[src/rtl/spi_lane_pkg.sv]
`timescale 1ns/1ps
package spi_lane_pkg;

  typedef enum logic [1:0] {
    LANE_X1 = 2'd0,
    LANE_X2 = 2'd1,
    LANE_X4 = 2'd2
  } lane_mode_e;

  typedef enum logic [1:0] {
    ST_IDLE  = 2'd0,
    ST_SHIFT = 2'd1,
    ST_HOLD  = 2'd2
  } eng_state_e;

  // log2 of the lane count; the reserved code falls back to one lane
  function automatic logic [1:0] lane_log2(input lane_mode_e m);
    case (m)
      LANE_X2: return 2'd1;
      LANE_X4: return 2'd2;
      default: return 2'd0;
    endcase
  endfunction

  function automatic logic [3:0] lane_mask(input lane_mode_e m);
    case (m)
      LANE_X2: return 4'b0011;
      LANE_X4: return 4'b1111;
      default: return 4'b0001;
    endcase
  endfunction

endpackage

[src/rtl/spi_edge_timer.sv]
`timescale 1ns/1ps
module spi_edge_timer #(
  parameter int DIV_W = 8
) (
  input  logic             clk,
  input  logic             rst_n,
  input  logic             run,
  input  logic [DIV_W-1:0] half_div,
  output logic             tick
);

  logic [DIV_W-1:0] cnt_q;

  assign tick = run && (cnt_q == half_div);

  always_ff @(posedge clk or negedge rst_n) begin
    if (!rst_n) begin
      cnt_q <= '0;
    end else if (!run || tick) begin
      cnt_q <= '0;
    end else begin
      cnt_q <= cnt_q + 1'b1;
    end
  end


  half_gap_chk: assert property (@(posedge clk) disable iff (!rst_n)
    tick |=> !tick);

endmodule

[src/rtl/spi_lane_shift.sv]
`timescale 1ns/1ps
module spi_lane_shift
  import spi_lane_pkg::*;
#(
  parameter int FRAME_W = 8,
  parameter int LEN_W   = 4
) (
  input  logic               clk,
  input  logic               rst_n,
  input  logic               load,
  input  logic               load_launch,
  input  logic [FRAME_W-1:0] load_data,
  input  logic [LEN_W-1:0]   load_len,
  input  lane_mode_e         load_mode,
  input  logic               load_lsb,
  input  logic               launch,
  input  logic               sample,
  input  logic [3:0]         dq_in,
  output logic [3:0]         dq_out,
  output logic [FRAME_W-1:0] result
);

  localparam logic [LEN_W-1:0] FULL_LEN = LEN_W'(FRAME_W);

  logic [FRAME_W-1:0] tx_q, rx_q, tx_init, rev_in, rev_rx, in_chunk;
  logic [3:0]         dq_q, step_now, step_new;
  lane_mode_e         mode_q;
  logic               lsb_q;
  logic [LEN_W-1:0]   len_q;

  // first bits of a left-aligned stream, earliest bit on the highest lane
  function automatic logic [3:0] head(input logic [FRAME_W-1:0] v, input lane_mode_e m);
    case (lane_log2(m))
      2'd1:    return {2'b00, v[FRAME_W-1 -: 2]};
      2'd2:    return v[FRAME_W-1 -: 4];
      default: return {3'b000, v[FRAME_W-1]};
    endcase
  endfunction

  for (genvar i = 0; i < FRAME_W; i++) begin : g_rev
    assign rev_in[i] = load_data[FRAME_W-1-i];
    assign rev_rx[i] = rx_q[FRAME_W-1-i];
  end

  always_comb begin
    tx_init  = load_lsb ? rev_in : (load_data << (FULL_LEN - load_len));
    step_now = 4'd1 << lane_log2(mode_q);
    step_new = 4'd1 << lane_log2(load_mode);
    case (lane_log2(mode_q))
      2'd1:    in_chunk = FRAME_W'(dq_in[1:0]);
      2'd2:    in_chunk = FRAME_W'(dq_in);
      default: in_chunk = FRAME_W'(dq_in[1]);
    endcase
  end

  always_ff @(posedge clk or negedge rst_n) begin
    if (!rst_n) begin
      tx_q   <= '0;
      rx_q   <= '0;
      dq_q   <= '0;
      mode_q <= LANE_X1;
      lsb_q  <= 1'b0;
      len_q  <= '0;
    end else if (load) begin
      mode_q <= load_mode;
      lsb_q  <= load_lsb;
      len_q  <= load_len;
      rx_q   <= '0;
      if (load_launch) begin
        dq_q <= head(tx_init, load_mode);
        tx_q <= tx_init << step_new;
      end else begin
        dq_q <= '0;
        tx_q <= tx_init;
      end
    end else begin
      if (launch) begin
        dq_q <= head(tx_q, mode_q);
        tx_q <= tx_q << step_now;
      end
      if (sample) begin
        rx_q <= (rx_q << step_now) | in_chunk;
      end
    end
  end

  assign dq_out = dq_q;
  assign result = lsb_q ? (rev_rx >> (FULL_LEN - len_q)) : rx_q;


  lane_excl_chk: assert property (@(posedge clk) disable iff (!rst_n)
    !(launch && sample));

endmodule

[src/rtl/spi_lane_shifter.sv]
`timescale 1ns/1ps
module spi_lane_shifter
  import spi_lane_pkg::*;
#(
  parameter int FRAME_W = 8,
  parameter int DIV_W   = 8,
  localparam int LEN_W  = $clog2(FRAME_W + 1)
) (
  input  logic               clk,
  input  logic               rst_n,
  input  logic [DIV_W-1:0]   clk_div,
  input  logic               req_valid,
  output logic               req_ready,
  input  logic [FRAME_W-1:0] req_data,
  input  logic [LEN_W-1:0]   req_len,
  input  logic [1:0]         req_lanes,
  input  logic               req_lsb_first,
  input  logic               req_cpol,
  input  logic               req_cpha,
  input  logic               req_dir_tx,
  output logic               rsp_valid,
  output logic [FRAME_W-1:0] rsp_data,
  output logic               sck,
  output logic               cs_n,
  output logic [3:0]         dq_out,
  output logic [3:0]         dq_oe,
  input  logic [3:0]         dq_in
);

  localparam int EDGE_W = $clog2(2 * FRAME_W + 1);

  eng_state_e         state_q;
  lane_mode_e         req_mode, mode_q;
  logic [DIV_W-1:0]   div_q;
  logic [EDGE_W-1:0]  edge_q, last_edge_q;
  logic [LEN_W-1:0]   req_cycles;
  logic               cpha_q, dir_q, sck_q, cs_n_q, rsp_q;
  logic               accept, tick, shifting, leading, capture_edge;
  logic               single_q, rx_active, dp_launch, dp_sample;

  assign req_mode   = lane_mode_e'(req_lanes);
  assign req_ready  = (state_q == ST_IDLE);
  assign accept     = req_valid && req_ready;
  assign req_cycles = req_len >> lane_log2(req_mode);
  assign shifting   = (state_q == ST_SHIFT) && tick;
  assign leading    = !edge_q[0];
  assign capture_edge = leading ^ cpha_q;
  assign single_q   = (lane_log2(mode_q) == 2'd0);
  assign rx_active  = single_q || !dir_q;
  assign dp_sample  = shifting && capture_edge && rx_active;
  assign dp_launch  = shifting && !capture_edge;

  spi_edge_timer #(.DIV_W(DIV_W)) u_timer (
    .clk      (clk),
    .rst_n    (rst_n),
    .run      (state_q != ST_IDLE),
    .half_div (div_q),
    .tick     (tick)
  );

  spi_lane_shift #(.FRAME_W(FRAME_W), .LEN_W(LEN_W)) u_shift (
    .clk         (clk),
    .rst_n       (rst_n),
    .load        (accept),
    .load_launch (!req_cpha),
    .load_data   (req_data),
    .load_len    (req_len),
    .load_mode   (req_mode),
    .load_lsb    (req_lsb_first),
    .launch      (dp_launch),
    .sample      (dp_sample),
    .dq_in       (dq_in),
    .dq_out      (dq_out),
    .result      (rsp_data)
  );

  always_ff @(posedge clk or negedge rst_n) begin
    if (!rst_n) begin
      state_q     <= ST_IDLE;
      mode_q      <= LANE_X1;
      div_q       <= '0;
      edge_q      <= '0;
      last_edge_q <= '0;
      cpha_q      <= 1'b0;
      dir_q       <= 1'b0;
      sck_q       <= 1'b0;
      cs_n_q      <= 1'b1;
      rsp_q       <= 1'b0;
    end else begin
      rsp_q <= 1'b0;
      case (state_q)
        ST_IDLE: begin
          if (req_valid) begin
            state_q     <= ST_SHIFT;
            mode_q      <= req_mode;
            div_q       <= clk_div;
            cpha_q      <= req_cpha;
            dir_q       <= req_dir_tx;
            sck_q       <= req_cpol;
            cs_n_q      <= 1'b0;
            edge_q      <= '0;
            last_edge_q <= EDGE_W'({req_cycles, 1'b0}) - EDGE_W'(1);
          end
        end
        ST_SHIFT: begin
          if (tick) begin
            sck_q  <= ~sck_q;
            edge_q <= edge_q + 1'b1;
            if (edge_q == last_edge_q) state_q <= ST_HOLD;
          end
        end
        ST_HOLD: begin
          if (tick) begin
            cs_n_q  <= 1'b1;
            rsp_q   <= 1'b1;
            state_q <= ST_IDLE;
          end
        end
        default: state_q <= ST_IDLE;
      endcase
    end
  end

  always_comb begin
    if (cs_n_q)        dq_oe = 4'b0000;
    else if (single_q) dq_oe = 4'b0001;
    else if (dir_q)    dq_oe = lane_mask(mode_q);
    else               dq_oe = 4'b0000;
  end

  assign sck       = sck_q;
  assign cs_n      = cs_n_q;
  assign rsp_valid = rsp_q;


  busy_not_ready_chk: assert property (@(posedge clk) disable iff (!rst_n)
    !cs_n |-> !req_ready);


  rsp_pulse_chk: assert property (@(posedge clk) disable iff (!rst_n)
    rsp_valid |=> !rsp_valid);


  rsp_release_chk: assert property (@(posedge clk) disable iff (!rst_n)
    rsp_valid |-> cs_n);


  idle_sck_chk: assert property (@(posedge clk) disable iff (!rst_n)
    ($past(cs_n) && cs_n) |-> $stable(sck));


  idle_oe_chk: assert property (@(posedge clk) disable iff (!rst_n)
    cs_n |-> (dq_oe == 4'b0000));

endmodule

[config.mk]
export PLATFORM = sky130hd
export DESIGN_NAME = spi_lane_shifter
export DESIGN_NICKNAME = d
export VERILOG_FILES = /design/src/rtl/spi_lane_pkg.sv /design/src/rtl/spi_edge_timer.sv /design/src/rtl/spi_lane_shift.sv /design/src/rtl/spi_lane_shifter.sv
export SDC_FILE = /design/constraint.sdc
export NUM_CORES = 1
export LEC_CHECK = 0
export ABC_AREA = 0
export BUFFER_PORTS_ARGS = -buffer_cell sky130_fd_sc_hd__buf_2
export CAP_MARGIN = 20
export CORE_AREA = 5 5 143 145
export CTS_BUF_LIST = sky130_fd_sc_hd__clkbuf_8
export DETAILED_ROUTE_END_ITERATION = 12
export DIE_AREA = 0 0 148 150
export PLACE_DENSITY_LB_ADDON = 0.05
export SLEW_MARGIN = 30
export SYNTH_ARGS = -nofsm -noshare
export SYNTH_HDL_FRONTEND = slang
export SYNTH_SLANG_ARGS = --single-unit
[constraint.sdc]
create_clock -name clk -period 3.68 [get_ports clk]
set_clock_uncertainty 0.15 [all_clocks]
set_input_delay 0.736 -clock clk [delete_from_list [all_inputs] [get_ports clk]]
set_output_delay 0.736 -clock clk [all_outputs]
set_load 0.1 [all_outputs]
Word-level counts from Yosys, hierarchy flattened
Cells that the tools add are included.

word-level totals
  register bits after elaboration = 62
  output and inout port bits = 20

cells by class
  add/sub/neg operators = 5
  equality and inequality tests = 20
  shift operators = 8
  mux-type cells = 41
  bitwise operators = 3
  reductions and logical operators = 23

operators by type and width
  operator             count
  $mux 8               8
  $pmux 4 s2           4
  $shl 8x4->8          4
  $mux 4               6
  $mux 2               8
  $eq 2x1->1 const B   7
  $eq 2x2->1 const B   7
  $pmux 2 s2           3
  $mux 5               2
  $pmux 5 s2           1
  $reduce_bool 2->1    5
  $add 8x1->8 const B  1
  $eq 8x8->1           1
  $or 8x4->8           1
  $shl 1x2->4 const A  2
  $shr 8x4->8          1
  $sub 4x4->4 const A  2
  $logic_and 1x1->1    6
  $mux 1               6
  $ne 2x2->1 const B   3
  $pmux 2 s3           1
  $reduce_and 3->1     2
  $add 5x1->5 const B  1
  $eq 5x5->1           1
  other kinds (11)     17

Longest topological paths before layout
  word-level depth = 10
  depth in mapped cells = 11
  gate-level depth less buffers = 9

Hierarchy
From an unflattened synthesis, not the netlist that was laid out.

unflattened totals
  cell total of the unflattened synthesis = 574
  area, all modules = 4810.9 um^2

modules (own cells, without submodules)
  module            instances  cells each  area an instance (um^2)  sequential area each (um^2)
  spi_lane_shift    1          375         2901.5                   675.6
  spi_lane_shifter  1          153         1408.9                   676.9
  spi_edge_timer    1          46          500.5                    200.2

Least setup slack after synthesis
No wires, ideal clock.

  kind = register to output
  from = register u_shift.len_q[0]
  to = output rsp_data[7]
  data arrival time = 4.692 ns
  required time = 2.794 ns
  setup slack = -1.898 ns
  cell stages (with the launch flop) = 8
  cell sequence = dfrtp_1 > clkbuf_1 > inv_1 > ha_1 > xor2_1 > clkbuf_1 > nand3_1 > o41ai_1

between the ends
  longest elaborated chain between the ends = 3

ends and longest elaborated chain
  what                      line                    RTL
  start: declaration        spi_lane_shift.sv:29    logic [LEN_W-1:0] len_q;
  start signal: assignment  spi_lane_shift.sv:67    len_q <= load_len;
  $sub 4x4->4               spi_lane_shift.sv:88    assign result = lsb_q ? (rev_rx >> (FULL_LEN - len_q)) : rx_q;
  $shr 8x4->8               spi_lane_shift.sv:88
  $mux 8                    spi_lane_shift.sv:88
  end: declaration          spi_lane_shifter.sv:22  output logic [FRAME_W-1:0] rsp_data,

Every way passes these cells.

Worst setup path after layout
  from = register u_shift.len_q[0]
  to = output rsp_data[1]

The elaborated chain is that of the path after synthesis.

==> impl_results.md <==
- Max FO, Critical Path: 10
- Dominant register cell in the synthesized netlist: dfrtp_1
- I/O Buffers: 52
- Area fraction in compound gates after synthesis: 0.217
- Timing-limited maximum frequency: 289 MHz
- Area share of xor/xnor cells in the synthesized design: 0.0526
- Synthesized-area fraction occupied by and/or/nand/nor cells: 0.203
- Number of inserted filler cells in the final layout: 2047
- Vias post-DR: roughly 4200
- Nature of the critical path startpoint: register
- Largest cells by area after synthesis: dfrtp_1, nand2_1, mux2i_1, nor2_1, mux4_2
- Cell type contributing the most total cell area after synthesis: dfrtp_1
- Max Root-Sink Buffers: 2
- Max-cap violation count: 0
- Antenna violations before repair: 0
- Clock Latency Late Sink: between 300 and 400 ps
- Routability congestion estimate from global placement: 0.829
- Row count: between 50 and 60
- Total inserted antenna cells: 0
- Die width: 148 um
- First-pass GRT wire length: 23900 um
- Transition time at the pin with the least slew margin: 677 ps
- Vias per cell: a little over 5
- Path type of the worst setup path: reg -> out
- Worst ir drop on vdd: 0.228 mV
- Total standard cell area after synthesis: roughly 4600 sq um
- Post-synthesis adder-cell area fraction: 0.0270
- Number of synthesized register bits: 60
- Die extent in y: 150 um
- Routed wire length per instance: 17.9 um
- Total negative slack: 0 ps
- Post-synthesis mux area share: 0.113
- Largest family of logic cells by synthesized area: compound AO/OA/AOI/OAI gates
- Number of detailed-routing iterations run before antenna repair: 4
- Synthesized instance count: 547
- Period minus WS final: 3470 ps
- Setup repair after global routing missed its margin: no
- Ys async rst share: 1.00
- Worst Path Arrival: about 2600 ps
- Number of pins exceeding their max-slew limit in the final report: 0
- Area added between synthesis and finish: 17.0%
- Maximum number of pins on one net before global-route repair: 61
- Starting utilization of the core area: 0.243
- Clock Pin Slew Worst Setup and Hold Paths: around 80 ps
- Fraction of post-synthesis cell area in the top cell type by area: 0.318
- Post-layout net count: 629
- Detailed-route wire length: 14900 um
- Cell at the root of the clock tree: clkbuf_8
- Final core utilization: 0.285
- Run status: finished clean
- ANT nets after route: 0
- Worst hold path type: in -> async
- Hold Fails Final Rpt: 0
- Required time reported for the critical path endpoint: 2790 ps
- Share of synthesized area occupied by flip-flops and latches: 0.324
- Grt ovf: 0
- Type of element capturing the critical path: output pin
- Power per Cell Area: slightly above 800 nW/um^2
- Starting DRT DRC Count: around 260
- TritonCTS clock tree: done
- Slew Limit Headroom: 0.544
- Die ar.: 22200 sq um
- Number of global-route vias before repair: 4163
- Static power due to leakage: 2.23 nW
- Maximum level of the CTS H-tree: 3
- Final routed DRC violation total: 0
- All-Layer GR Usage: 0.136
- DP HPWL: 11000 um
- Post-Synthesis Mean Instance Area: 8.48 sq um
- Distinct cell type count of the synthesized netlist: 72
- Clk sinks: 60
- Total I/O pin count: 53
- Syn nets: 590
- Count of yosys warnings during synthesis: 0
- CORE AREA: 19100 sq um
- Share of the clock period used by the worst path after layout: 0.942
- Number of flops mapped to enable cells by yosys: 0
- Number of CTS-inserted buffers: 9
- Share of final-layout standard cells stronger than drive strength 1: 0.217
- Finish-stage setup viols: 0
==> sequential cells by signal (all words and copies together), names as in the netlist, 2 cells and up <==
name / flops
div_q: 8
edge_q: 5
last_edge_q: 5
mode_q: 2
state_q: 2
u_shift.dq_out: 4
u_shift.len_q: 4
u_shift.rx_q: 8
u_shift.tx_q: 8
u_timer.cnt_q: 8
==> synth_stat cells (5+ instances only) <==
master and number:
xor2_1 9, nand3_1 21, xnor2_1 17, nand2b_1 6
nor3_1 8, clkbuf_1 23, a22oi_1 5, mux2_2 9
ha_1 10, nor2_1 57, nor2b_1 5, dfrtp_1 59
o211ai_1 7, mux2i_1 23, a211oi_1 5, buf_2 7
a21oi_1 30, o22ai_1 11, mux4_2 8, nor3b_1 5
nand2_1 68, o21ai_0 32, a31oi_1 8, o22a_1 6
inv_1 26
==> final timing paths <==
kind,startpoint,endpoint,slack (ps),depth (start not counted)
setup / recovery,u_shift.len_q[0],rsp_data[1],210,6
hold / removal,rst_n,u_shift.rx_q[1],200,2
setup reg to reg,u_timer.cnt_q[4],u_shift.rx_q[5],1260,6
hold reg to reg,last_edge_q[0],last_edge_q[0],350,1
max in group asynchronous,rst_n,cs_n,2610,3
min in group clk,last_edge_q[0],last_edge_q[0],350,1
==> kinds of logic after synthesis <==
logic type      after synthesis
simple gates                197
compound gates              147
buf+inv                      65
flops                        60
mux                          41
xor+xnor                     27
fa+ha+maj                    10
==> what timing repair did <==
action / CTS / global route
setup buffers: 0 / 0
setup endpoints to repair: 1 / 0
resized for setup: 1 / 0
hold buffers: 0 / 0
==> layout make-up <==
cell class	instances	area, sq um	area share
clock inverters	7	37.5	0.00691
flip-flops and latches	60	1500	0.277
repair buffers	67	468	0.0862
well taps	238	298	0.0549
multi-input cells	422	2900	0.534
clock buffers	9	124	0.0228
inverters	26	97.6	0.0180
==> layout by cell type, fill, tap and decap left out, types with 9 or more instances in the layout <==
master	Yosys	layout
nand2_1	68	68
dfrtp_1	59	58
nor2_1	57	56
buf_2	7	47
o21ai_0	32	32
a21oi_1	30	30
inv_1	26	28
mux2i_1	23	23
nand3_1	21	21
xnor2_1	17	17
buf_4	3	14
ha_1	10	10
xor2_1	9	9
mux2_2	9	9
clkbuf_8	0	9
==> metrics by stage <==
stage          instance area (sq um)  hold slack (ps)  setup WS (ps)  std cells  power (mW)
2_1_floorplan                   4690              290           -600        547        3.29
3_3_place_gp                    5240              331            441        812        3.99
3_5_place_dp                    5240              330            407        812        3.96
4_1_cts                         5400              350            150        828        4.52
5_1_grt                         5430              206           15.3        829        4.80
6_report                        5430              196            215        829        4.45
==> worst max-delay path, cell delays in order (launching register included) <==
cell	delay (ps)
dfrtp_2	490
inv_1	160
ha_1	430
mux4_2	520
a21oi_1	250
o22ai_4	80
buf_2	310
==> power by group <==
group          total, mW  switching [mW]  internal [mW]
sequential          1.26           0.333          0.923
combinational       2.68            1.74          0.935
clock              0.521           0.286          0.235
==> per-layer routing <==
layer | global-route usage | share of wire | vias up
met5 | 0 | 0 | -
met4 | 0.0536 | 0.019 | 0
met3 | 0.0173 | 0.032 | 17
met2 | 0.218 | 0.46 | 90
met1 | 0.188 | 0.49 | 2021
li1 | - | - | 2046
(Power assumes the default switching activity.)
